==> config.mk <==
export PLATFORM = sky130hd
export DESIGN_NAME = qdr_sram
export DESIGN_NICKNAME = d
export VERILOG_FILES = /design/src/rtl/qdr_sram_pkg.sv /design/src/rtl/qdr_phase_gen.sv /design/src/rtl/qdr_mem.sv /design/src/rtl/qdr_wr_port.sv /design/src/rtl/qdr_rd_port.sv /design/src/rtl/qdr_sram.sv
export SDC_FILE = /design/constraint.sdc
export NUM_CORES = 1
export LEC_CHECK = 0
export BUFFER_PORTS_ARGS = -buffer_cell sky130_fd_sc_hd__buf_2
export CAP_MARGIN = 5
export CORE_MARGIN = 1.5
export CORE_UTILIZATION = 35
export CTS_CLUSTER_SIZE = 14
export DETAILED_ROUTE_END_ITERATION = 16
export GPL_TIMING_DRIVEN = 0
export SYNTH_ARGS = -nofsm -noshare
export SYNTH_HDL_FRONTEND = slang
export SYNTH_HIERARCHICAL = 1
export SYNTH_SLANG_ARGS = --single-unit
==> constraint.sdc <==
create_clock -name clk2x -period 7.49 [get_ports clk2x]
set_input_delay 1.1235 -clock clk2x [delete_from_list [all_inputs] [get_ports clk2x]]
set_output_delay 1.1235 -clock clk2x [all_outputs]
set_load 0.05 [all_outputs]
==> src/rtl/qdr_sram_pkg.sv <==
package qdr_sram_pkg;

    // Which K edge the next clk2x edge stands for.
    typedef enum logic {
        K_RISE_NEXT = 1'b0,
        K_FALL_NEXT = 1'b1
    } kphase_e;

    // A burst of 4 fills two K periods, so a port refuses a start
    // directly after one it has taken.
    function automatic logic start_allowed(input int burst, input logic taken_last);
        return (burst == 2) || !taken_last;
    endfunction

endpackage

==> src/rtl/qdr_phase_gen.sv <==
module qdr_phase_gen
    import qdr_sram_pkg::*;
(
    input  logic clk2x,
    input  logic rst,
    output logic k_rise,
    output logic echo_q
);
    kphase_e ph;

    always_ff @(posedge clk2x) begin
        if (rst) begin
            ph     <= K_RISE_NEXT;
            echo_q <= 1'b0;
        end else begin
            ph     <= (ph == K_RISE_NEXT) ? K_FALL_NEXT : K_RISE_NEXT;
            echo_q <= (ph == K_RISE_NEXT);
        end
    end

    assign k_rise = !rst && (ph == K_RISE_NEXT);

    AST_ECHO_ALTERNATES: assert property (@(posedge clk2x) disable iff (rst)
        1'b1 |=> (echo_q != $past(echo_q)));

endmodule

==> src/rtl/qdr_mem.sv <==
module qdr_mem #(
    parameter int ADDR_W = 6,
    parameter int DATA_W = 16
) (
    input  logic              clk2x,
    input  logic              we,
    input  logic [ADDR_W-1:0] waddr,
    input  logic [DATA_W-1:0] wword,
    input  logic [ADDR_W-1:0] raddr,
    output logic [DATA_W-1:0] rword
);
    localparam int DEPTH = 1 << ADDR_W;

    logic [DATA_W-1:0] cells [DEPTH];

    always_ff @(posedge clk2x) begin
        if (we) cells[waddr] <= wword;
    end

    // Combinational read: a word stored at this edge is not yet visible.
    assign rword = cells[raddr];

endmodule

==> src/rtl/qdr_wr_port.sv <==
module qdr_wr_port
    import qdr_sram_pkg::*;
#(
    parameter int ADDR_W = 6,
    parameter int DATA_W = 16,
    parameter int BURST  = 2
) (
    input  logic              clk2x,
    input  logic              rst,
    input  logic              k_rise,
    input  logic              wr_sel_n,
    input  logic [ADDR_W-1:0] addr,
    input  logic [DATA_W-1:0] wdata,
    output logic              mem_we,
    output logic [ADDR_W-1:0] mem_waddr,
    output logic [DATA_W-1:0] mem_wword
);
    localparam int CW = $clog2(BURST);

    logic              pend;      // request taken, base address due next edge
    logic              arm;       // base held, first word due next edge
    logic              taken_last;
    logic [ADDR_W-1:0] base;
    logic [ADDR_W-1:0] ptr;
    logic [CW-1:0]     left;
    logic              take;

    assign take = k_rise && !wr_sel_n && start_allowed(BURST, taken_last);

    always_ff @(posedge clk2x) begin
        if (rst) begin
            pend       <= 1'b0;
            arm        <= 1'b0;
            taken_last <= 1'b0;
            base       <= '0;
            ptr        <= '0;
            left       <= '0;
        end else begin
            if (k_rise) taken_last <= take;
            pend <= take;
            arm  <= pend;
            if (pend) base <= addr;
            if (arm) begin
                ptr  <= base + ADDR_W'(1);
                left <= CW'(BURST - 1);
            end else if (left != '0) begin
                ptr  <= ptr + ADDR_W'(1);
                left <= left - CW'(1);
            end
        end
    end

    assign mem_we    = arm || (left != '0);
    assign mem_waddr = arm ? base : ptr;
    assign mem_wword = wdata;

    AST_WR_ADDR_ON_FALL: assert property (@(posedge clk2x) disable iff (rst)
        pend |-> !k_rise);
    AST_WR_NO_OVERLAP: assert property (@(posedge clk2x) disable iff (rst)
        arm |-> (left == '0));

endmodule

==> src/rtl/qdr_rd_port.sv <==
module qdr_rd_port
    import qdr_sram_pkg::*;
#(
    parameter int ADDR_W      = 6,
    parameter int DATA_W      = 16,
    parameter int BURST       = 2,
    parameter int RD_LAT_HALF = 3
) (
    input  logic              clk2x,
    input  logic              rst,
    input  logic              k_rise,
    input  logic              rd_sel_n,
    input  logic [ADDR_W-1:0] addr,
    input  logic [DATA_W-1:0] rword,
    output logic [ADDR_W-1:0] raddr,
    output logic [DATA_W-1:0] rdata,
    output logic              rvalid
);
    localparam int CW = $clog2(BURST);

    typedef struct packed {
        logic              vld;
        logic [ADDR_W-1:0] a;
    } rreq_t;

    rreq_t             pipe [RD_LAT_HALF];
    logic              taken_last;
    logic [ADDR_W-1:0] ptr;
    logic [CW-1:0]     left;
    logic              take;
    logic              launch;
    logic              emit;

    assign take   = k_rise && !rd_sel_n && start_allowed(BURST, taken_last);
    assign launch = pipe[RD_LAT_HALF-1].vld;
    assign emit   = launch || (left != '0);
    assign raddr  = launch ? pipe[RD_LAT_HALF-1].a : ptr;

    always_ff @(posedge clk2x) begin
        if (rst) begin
            for (int i = 0; i < RD_LAT_HALF; i++) begin
                pipe[i].vld <= 1'b0;
                pipe[i].a   <= '0;
            end
            taken_last <= 1'b0;
            ptr        <= '0;
            left       <= '0;
            rdata      <= '0;
            rvalid     <= 1'b0;
        end else begin
            if (k_rise) taken_last <= take;
            pipe[0].vld <= take;
            pipe[0].a   <= addr;
            for (int i = 1; i < RD_LAT_HALF; i++) pipe[i] <= pipe[i-1];
            if (launch) begin
                ptr  <= pipe[RD_LAT_HALF-1].a + ADDR_W'(1);
                left <= CW'(BURST - 1);
            end else if (left != '0) begin
                ptr  <= ptr + ADDR_W'(1);
                left <= left - CW'(1);
            end
            rvalid <= emit;
            rdata  <= emit ? rword : '0;
        end
    end

    AST_RD_REQ_ON_RISE: assert property (@(posedge clk2x) disable iff (rst)
        pipe[0].vld |-> !k_rise);
    AST_RD_NO_OVERLAP: assert property (@(posedge clk2x) disable iff (rst)
        launch |-> (left == '0));

endmodule

==> src/rtl/qdr_sram.sv <==
module qdr_sram
    import qdr_sram_pkg::*;
#(
    parameter int ADDR_W      = 6,
    parameter int DATA_W      = 16,
    parameter int BURST       = 2,
    parameter int RD_LAT_HALF = 3
) (
    input  logic              clk2x,
    input  logic              rst,
    input  logic              rd_sel_n,
    input  logic              wr_sel_n,
    input  logic [ADDR_W-1:0] addr,
    input  logic [DATA_W-1:0] wdata,
    output logic [DATA_W-1:0] rdata,
    output logic              rvalid,
    output logic              echo_k
);
    logic              k_rise;
    logic              mem_we;
    logic [ADDR_W-1:0] mem_waddr;
    logic [DATA_W-1:0] mem_wword;
    logic [ADDR_W-1:0] mem_raddr;
    logic [DATA_W-1:0] mem_rword;

    qdr_phase_gen u_phase (
        .clk2x (clk2x),
        .rst   (rst),
        .k_rise(k_rise),
        .echo_q(echo_k)
    );

    qdr_wr_port #(.ADDR_W(ADDR_W), .DATA_W(DATA_W), .BURST(BURST)) u_wr (
        .clk2x    (clk2x),
        .rst      (rst),
        .k_rise   (k_rise),
        .wr_sel_n (wr_sel_n),
        .addr     (addr),
        .wdata    (wdata),
        .mem_we   (mem_we),
        .mem_waddr(mem_waddr),
        .mem_wword(mem_wword)
    );

    qdr_mem #(.ADDR_W(ADDR_W), .DATA_W(DATA_W)) u_mem (
        .clk2x(clk2x),
        .we   (mem_we),
        .waddr(mem_waddr),
        .wword(mem_wword),
        .raddr(mem_raddr),
        .rword(mem_rword)
    );

    qdr_rd_port #(.ADDR_W(ADDR_W), .DATA_W(DATA_W), .BURST(BURST),
                  .RD_LAT_HALF(RD_LAT_HALF)) u_rd (
        .clk2x   (clk2x),
        .rst     (rst),
        .k_rise  (k_rise),
        .rd_sel_n(rd_sel_n),
        .addr    (addr),
        .rword   (mem_rword),
        .raddr   (mem_raddr),
        .rdata   (rdata),
        .rvalid  (rvalid)
    );

    AST_IDLE_DATA_ZERO: assert property (@(posedge clk2x) disable iff (rst)
        !rvalid |-> (rdata == '0));

endmodule

# Word-level counts from Yosys, hierarchy flattened

Memory sizes are Yosys's and may differ from the RTL's. A register that Yosys moved wholly into a read port is not among the register bits.
Index checks and enable logic that the tools add are counted.

RAM bits: 1045
Output and inout bits: 18
Memories: 2
Bits of input ports: 26
Logic and storage cells: 55
Register bits: 25

Memories:

| name        | words | width | rd ports | clocked after memory_dff | wr ports | RTL line          | RTL |
|---|---|---|---|---|---|---|---|
| u_mem.cells | 64    | 16    | 1        | 1                        | 1        | qdr_mem.sv:14     | `logic [DATA_W-1:0] cells [DEPTH];` |
| u_rd.pipe   | 3     | 7     | 3        | 0                        | 3        | qdr_rd_port.sv:26 | `rreq_t pipe [RD_LAT_HALF];` |

Mux-type cells: 20
Reduce and logical (&&, ||, !) cells: 11
$add $sub $neg: 6
Bitwise logic cells: 6

Operator list:

| cell                | number |
|---|---|
| $mux 6              | 7 |
| $add 6x1->6 const B | 4 |
| $mux 7              | 2 |
| $mux 1              | 11 |
| $or 1x1->1          | 4 |
| $reduce_bool 2->1   | 2 |
| $logic_and 1x1->1   | 3 |
| $logic_not 1->1     | 3 |
| $logic_or 1x1->1    | 2 |
| $not 1->1           | 2 |
| $reduce_or 2->1     | 1 |
| $sub 1x1->1 const B | 2 |

# Depth between registers and ports, before layout

Word-level depth: 4
Mapped depth: 14
Depth with buffers taken out: 7

# Modules after synthesis

Netlist, hierarchy kept.

Modules (own cells, without submodules):

| module        | area each (um^2) | times used | cells each | sequential area each (um^2) |
|---|---|---|---|---|
| qdr_mem       | 39721.8          | 1          | 1813       | 30749.5 |
| qdr_rd_port   | 1478.9           | 1          | 129        | 900.9 |
| qdr_wr_port   | 862.1            | 1          | 94         | 300.3 |
| qdr_phase_gen | 27.5             | 1          | 3          | 20.0 |

# Worst setup path before layout

Ideal clock, no wire load.

Path kind: register to register
Start point: register u_wr.arm
End point: memory u_mem.cells[48][0], enable pin
Stages on the path, launching flop included: 7
Data arrival time: 2417 ps
Slack: 4663 ps
Cells stage by stage: dfxtp_1 -> buf_6 -> mux2_2 -> clkbuf_1 -> nor2b_1 -> nand4b_1 -> nor3_1

RTL lines:

| element                | RTL line          | RTL |
|---|---|---|
| from (decl)            | qdr_wr_port.sv:21 | `logic arm;` |
| from (signal assigned) | qdr_wr_port.sv:41 | `arm <= pend;` |
| $mux 6                 | qdr_wr_port.sv:54 | `assign mem_waddr = arm ? base : ptr;` |
| named net mem_waddr[3] | qdr_sram.sv:21    | `logic [ADDR_W-1:0] mem_waddr;` |
| to (decl)              | qdr_mem.sv:14     |  |

The timed path passes the listed nets, and every way through them passes these cells.

==> metrics.txt <==
status finished clean; Adder-Cell Fraction of Synth Area 0.0595%; hold path endpoint u_rd/pipe[0][10]; main combinational cell family by area after synthesis multiplexers; Vias/cell 5.31; post-synthesis compound-gate area fraction 2.60%; vias in the first global route 21.0k; VDD IR-drop max 0.193 mV; CP Cell Sequence buf_6 -> buf_2 -> mux2_2 -> buf_2 -> buf_4 -> buf_2 -> mux4_2 -> mux2i_1 -> a22oi_1 -> a31oi_1 -> a311oi_1 -> and2_1; Worst Reg-to-Reg Cells 12; Avg WL per Cell 26.9 µm; Reg-to-Reg Start u_rd/pipe[0][20]; share of cells above drive strength 1 28.9%; initial antenna violation count 4; main flop type after synthesis edfxtp_1; die footprint 122,000 µm²; hold_sp u_rd/pipe[0][3]; Post-synth EDFFs 1,024; Final ANT Viol Nets 0; post-CTS sizing 0; Relative slew margins 25.9%; minimum clock period 4060 ps; Placeable Area 120,000 µm²; Layout Nets 2,252; ys async rst share 0%; Worst Path Arrival 4630 ps; GPL Wtd Cong 0.863; total vias in the final route 20.8k; Synth Area per Inst 20.6 µm²; io pins 44; reg-to-reg slack, setup 3430 ps; htree depth 3; multiplexer share of the synthesized area 15.2%; root buf cell clkbuf_16; sequential fraction of the synthesis area 76.0%; WS Path Type reg -> reg; synth warn 6; row count 127; Worst EP required 8060 ps; first-pass GRT wire length 151,000 µm; Netlist Area Pre-Place 42,100 µm²; Post-CTS Setup Bufs 0; crit path capture type flop; worst hold path depth 1; final core occ 40.7%; startpoint types flop; CTS Sinks 1,085; worst-margin pin slew 1110 ps; Peak Freq 247 MHz; GRT Util Overall 17.3%; syn nets 2,067; fin. max-slew vios 0; Syn Inst Count 2,039; placed wire-length estimate 69,300 µm; Synth Area in Simple Gates 3.79%; crit-path leading delay family buffers and inverters; die outline height 350 µm; final hold violations 0; maximum root-to-sink buffer count 3; synth unique cells 60; DRT iter0 DRCs 2,129; Skew-Pair Late Insertion Delay 690 ps; CP max stage delay 820 ps; starting density of the core 35.2%; Clock transition at path regs 70 ps; CP bufs+invs 5; layout overhead on the synthesized area 15.7%; TritonCTS clock tree yes; synthesis-stage register bit count 1,085; MaxCap Viol Count 0; fraction of synthesized cell area in xor and xnor cells 0.166%; hold crit path type reg -> reg; static leakage 14.9 nW; PortBufs 27; Remaining DRCs 0; drt pass-1 iters 5; Power Density 254 nW/µm²; Worst Skew 32.7 ps; total global routing overflow 0; RSZ-0062 raised after global routing no; Final period util 54.1%; Crit Path Max Fanout 10; CTS Buf Count 106; FF-to-FF End u_rd/rdata[9]; post-route setup TNS 0 ps; CP max-delay cell a31oi_1; setup violators final 0; final WL 106,000 µm; die width 350 µm; cell mode on critical path buf_2; hold_buf cts 0; pin count of the biggest net entering global routing 65
[flip-flops by register name, summed over array words and instances, names as in the netlist]
signal	count
u_rd/rdata	16
u_phase/echo_q	1
u_wr/ptr	6
u_mem/cells	1024
u_rd/ptr	6
u_wr/base	6
u_rd/rvalid	1
u_wr/left	1
u_wr/pend	1
u_rd/pipe	21
u_rd/left	1
u_wr/arm	1
[power by group]
| part | internal, mW | switching (mW) |
|---|---|---|
| Combinational | 0.0892 | 0.208 |
| Clock | 3.16 | 2.25 |
| Sequential | 6.64 | 0.00451 |
[cell families (layout without fill, tap and decap cells)]
family | count (synthesis) | in the layout
buf+inv | 134 | 411
simple gates | 311 | 311
xor+xnor | 8 | 8
other cells | 0 | 1
compound gates | 147 | 147
mux | 352 | 352
fa+ha+maj | 2 | 2
flops | 1085 | 1085
[worst max-delay path by stage]
stage                           startpoint  cells after the start  slack, ps             endpoint
final                     u_rd/pipe[0][20]                     12       3430        u_rd/rdata[9]
after global routing      u_rd/pipe[0][20]                     12       3300        u_rd/rdata[0]
after CTS                 u_rd/pipe[0][20]                     12       3550        u_rd/rdata[3]
after detailed placement  u_rd/pipe[0][20]                     12       3580        u_rd/rdata[1]
after global placement            u_wr/arm                      6       2940  u_mem/cells[48][11]
after floorplan                   u_wr/arm                      6       4660   u_mem/cells[48][0]
[placed cells by master, fill, tap and decap left out, drive strengths merged, types with 22 or more instances in the layout]
cell,count
edfxtp,1024
nor2b,53
mux2,37
dfxtp,61
nand3,29
buf,176
mux2i,91
nor2,90
a21oi,22
a22oi,41
clkbuf,157
mux4,224
nand2,74
clkinv,49
[synth_stat cells (6+ instances only)]
| cell | count | area, µm² |
|---|---|---|
| edfxtp_1 | 1024 | 30700 |
| mux4_2 | 220 | 4950 |
| mux2i_1 | 91 | 911 |
| nor2_1 | 87 | 327 |
| nand2_1 | 73 | 274 |
| dfxtp_1 | 61 | 1220 |
| nor2b_1 | 53 | 332 |
| a22oi_1 | 39 | 293 |
| buf_2 | 37 | 185 |
| mux2_2 | 36 | 405 |
| buf_4 | 29 | 218 |
| nand3_1 | 29 | 145 |
| clkbuf_1 | 28 | 105 |
| a21oi_1 | 22 | 110 |
| buf_6 | 20 | 225 |
| and2_1 | 18 | 113 |
| a221oi_1 | 16 | 140 |
| nand4_1 | 14 | 87.6 |
| a211oi_1 | 11 | 82.6 |
| a211o_1 | 8 | 70.1 |
| a311oi_1 | 8 | 70.1 |
| a31oi_1 | 8 | 50.1 |
| a22o_1 | 7 | 61.3 |
| o21ai_0 | 7 | 35.0 |
| a221o_1 | 6 | 60.1 |
| xnor2_1 | 6 | 52.6 |
[metrics by stage]
step	setup WS (ps)	std cells	power (mW)	hold WS (ps)	area, µm²
after CTS	3550	3928	12.4	438	48700
after floorplan	4660	2039	6.95	414	42100
after global placement	2940	3678	7.06	416	44200
final	3430	3929	12.4	437	48700
after detailed placement	3580	3728	7.07	426	45100
after global routing	3300	3928	12.7	453	48700
[metal layers]
layer,wire length (µm),GRT usage [%]
met1,43400,23.4
met5,14,0
met4,3330,5.79
met3,7540,2.82
met2,51300,28.4
[area by class of cell]
cell class              instances  area, µm²
repair buffers                 77        871
plain buffers                 131        931
diodes                          1       2.50
multi-input cells             820       9330
fillers                     10400      71000
clock inverters                75        781
flip-flops and latches       1085      32000
well taps                    1612       2020
clock buffers                 125       2770
inverters                       3       11.3
No activity file was read; power rests on OpenSTA's default activity.
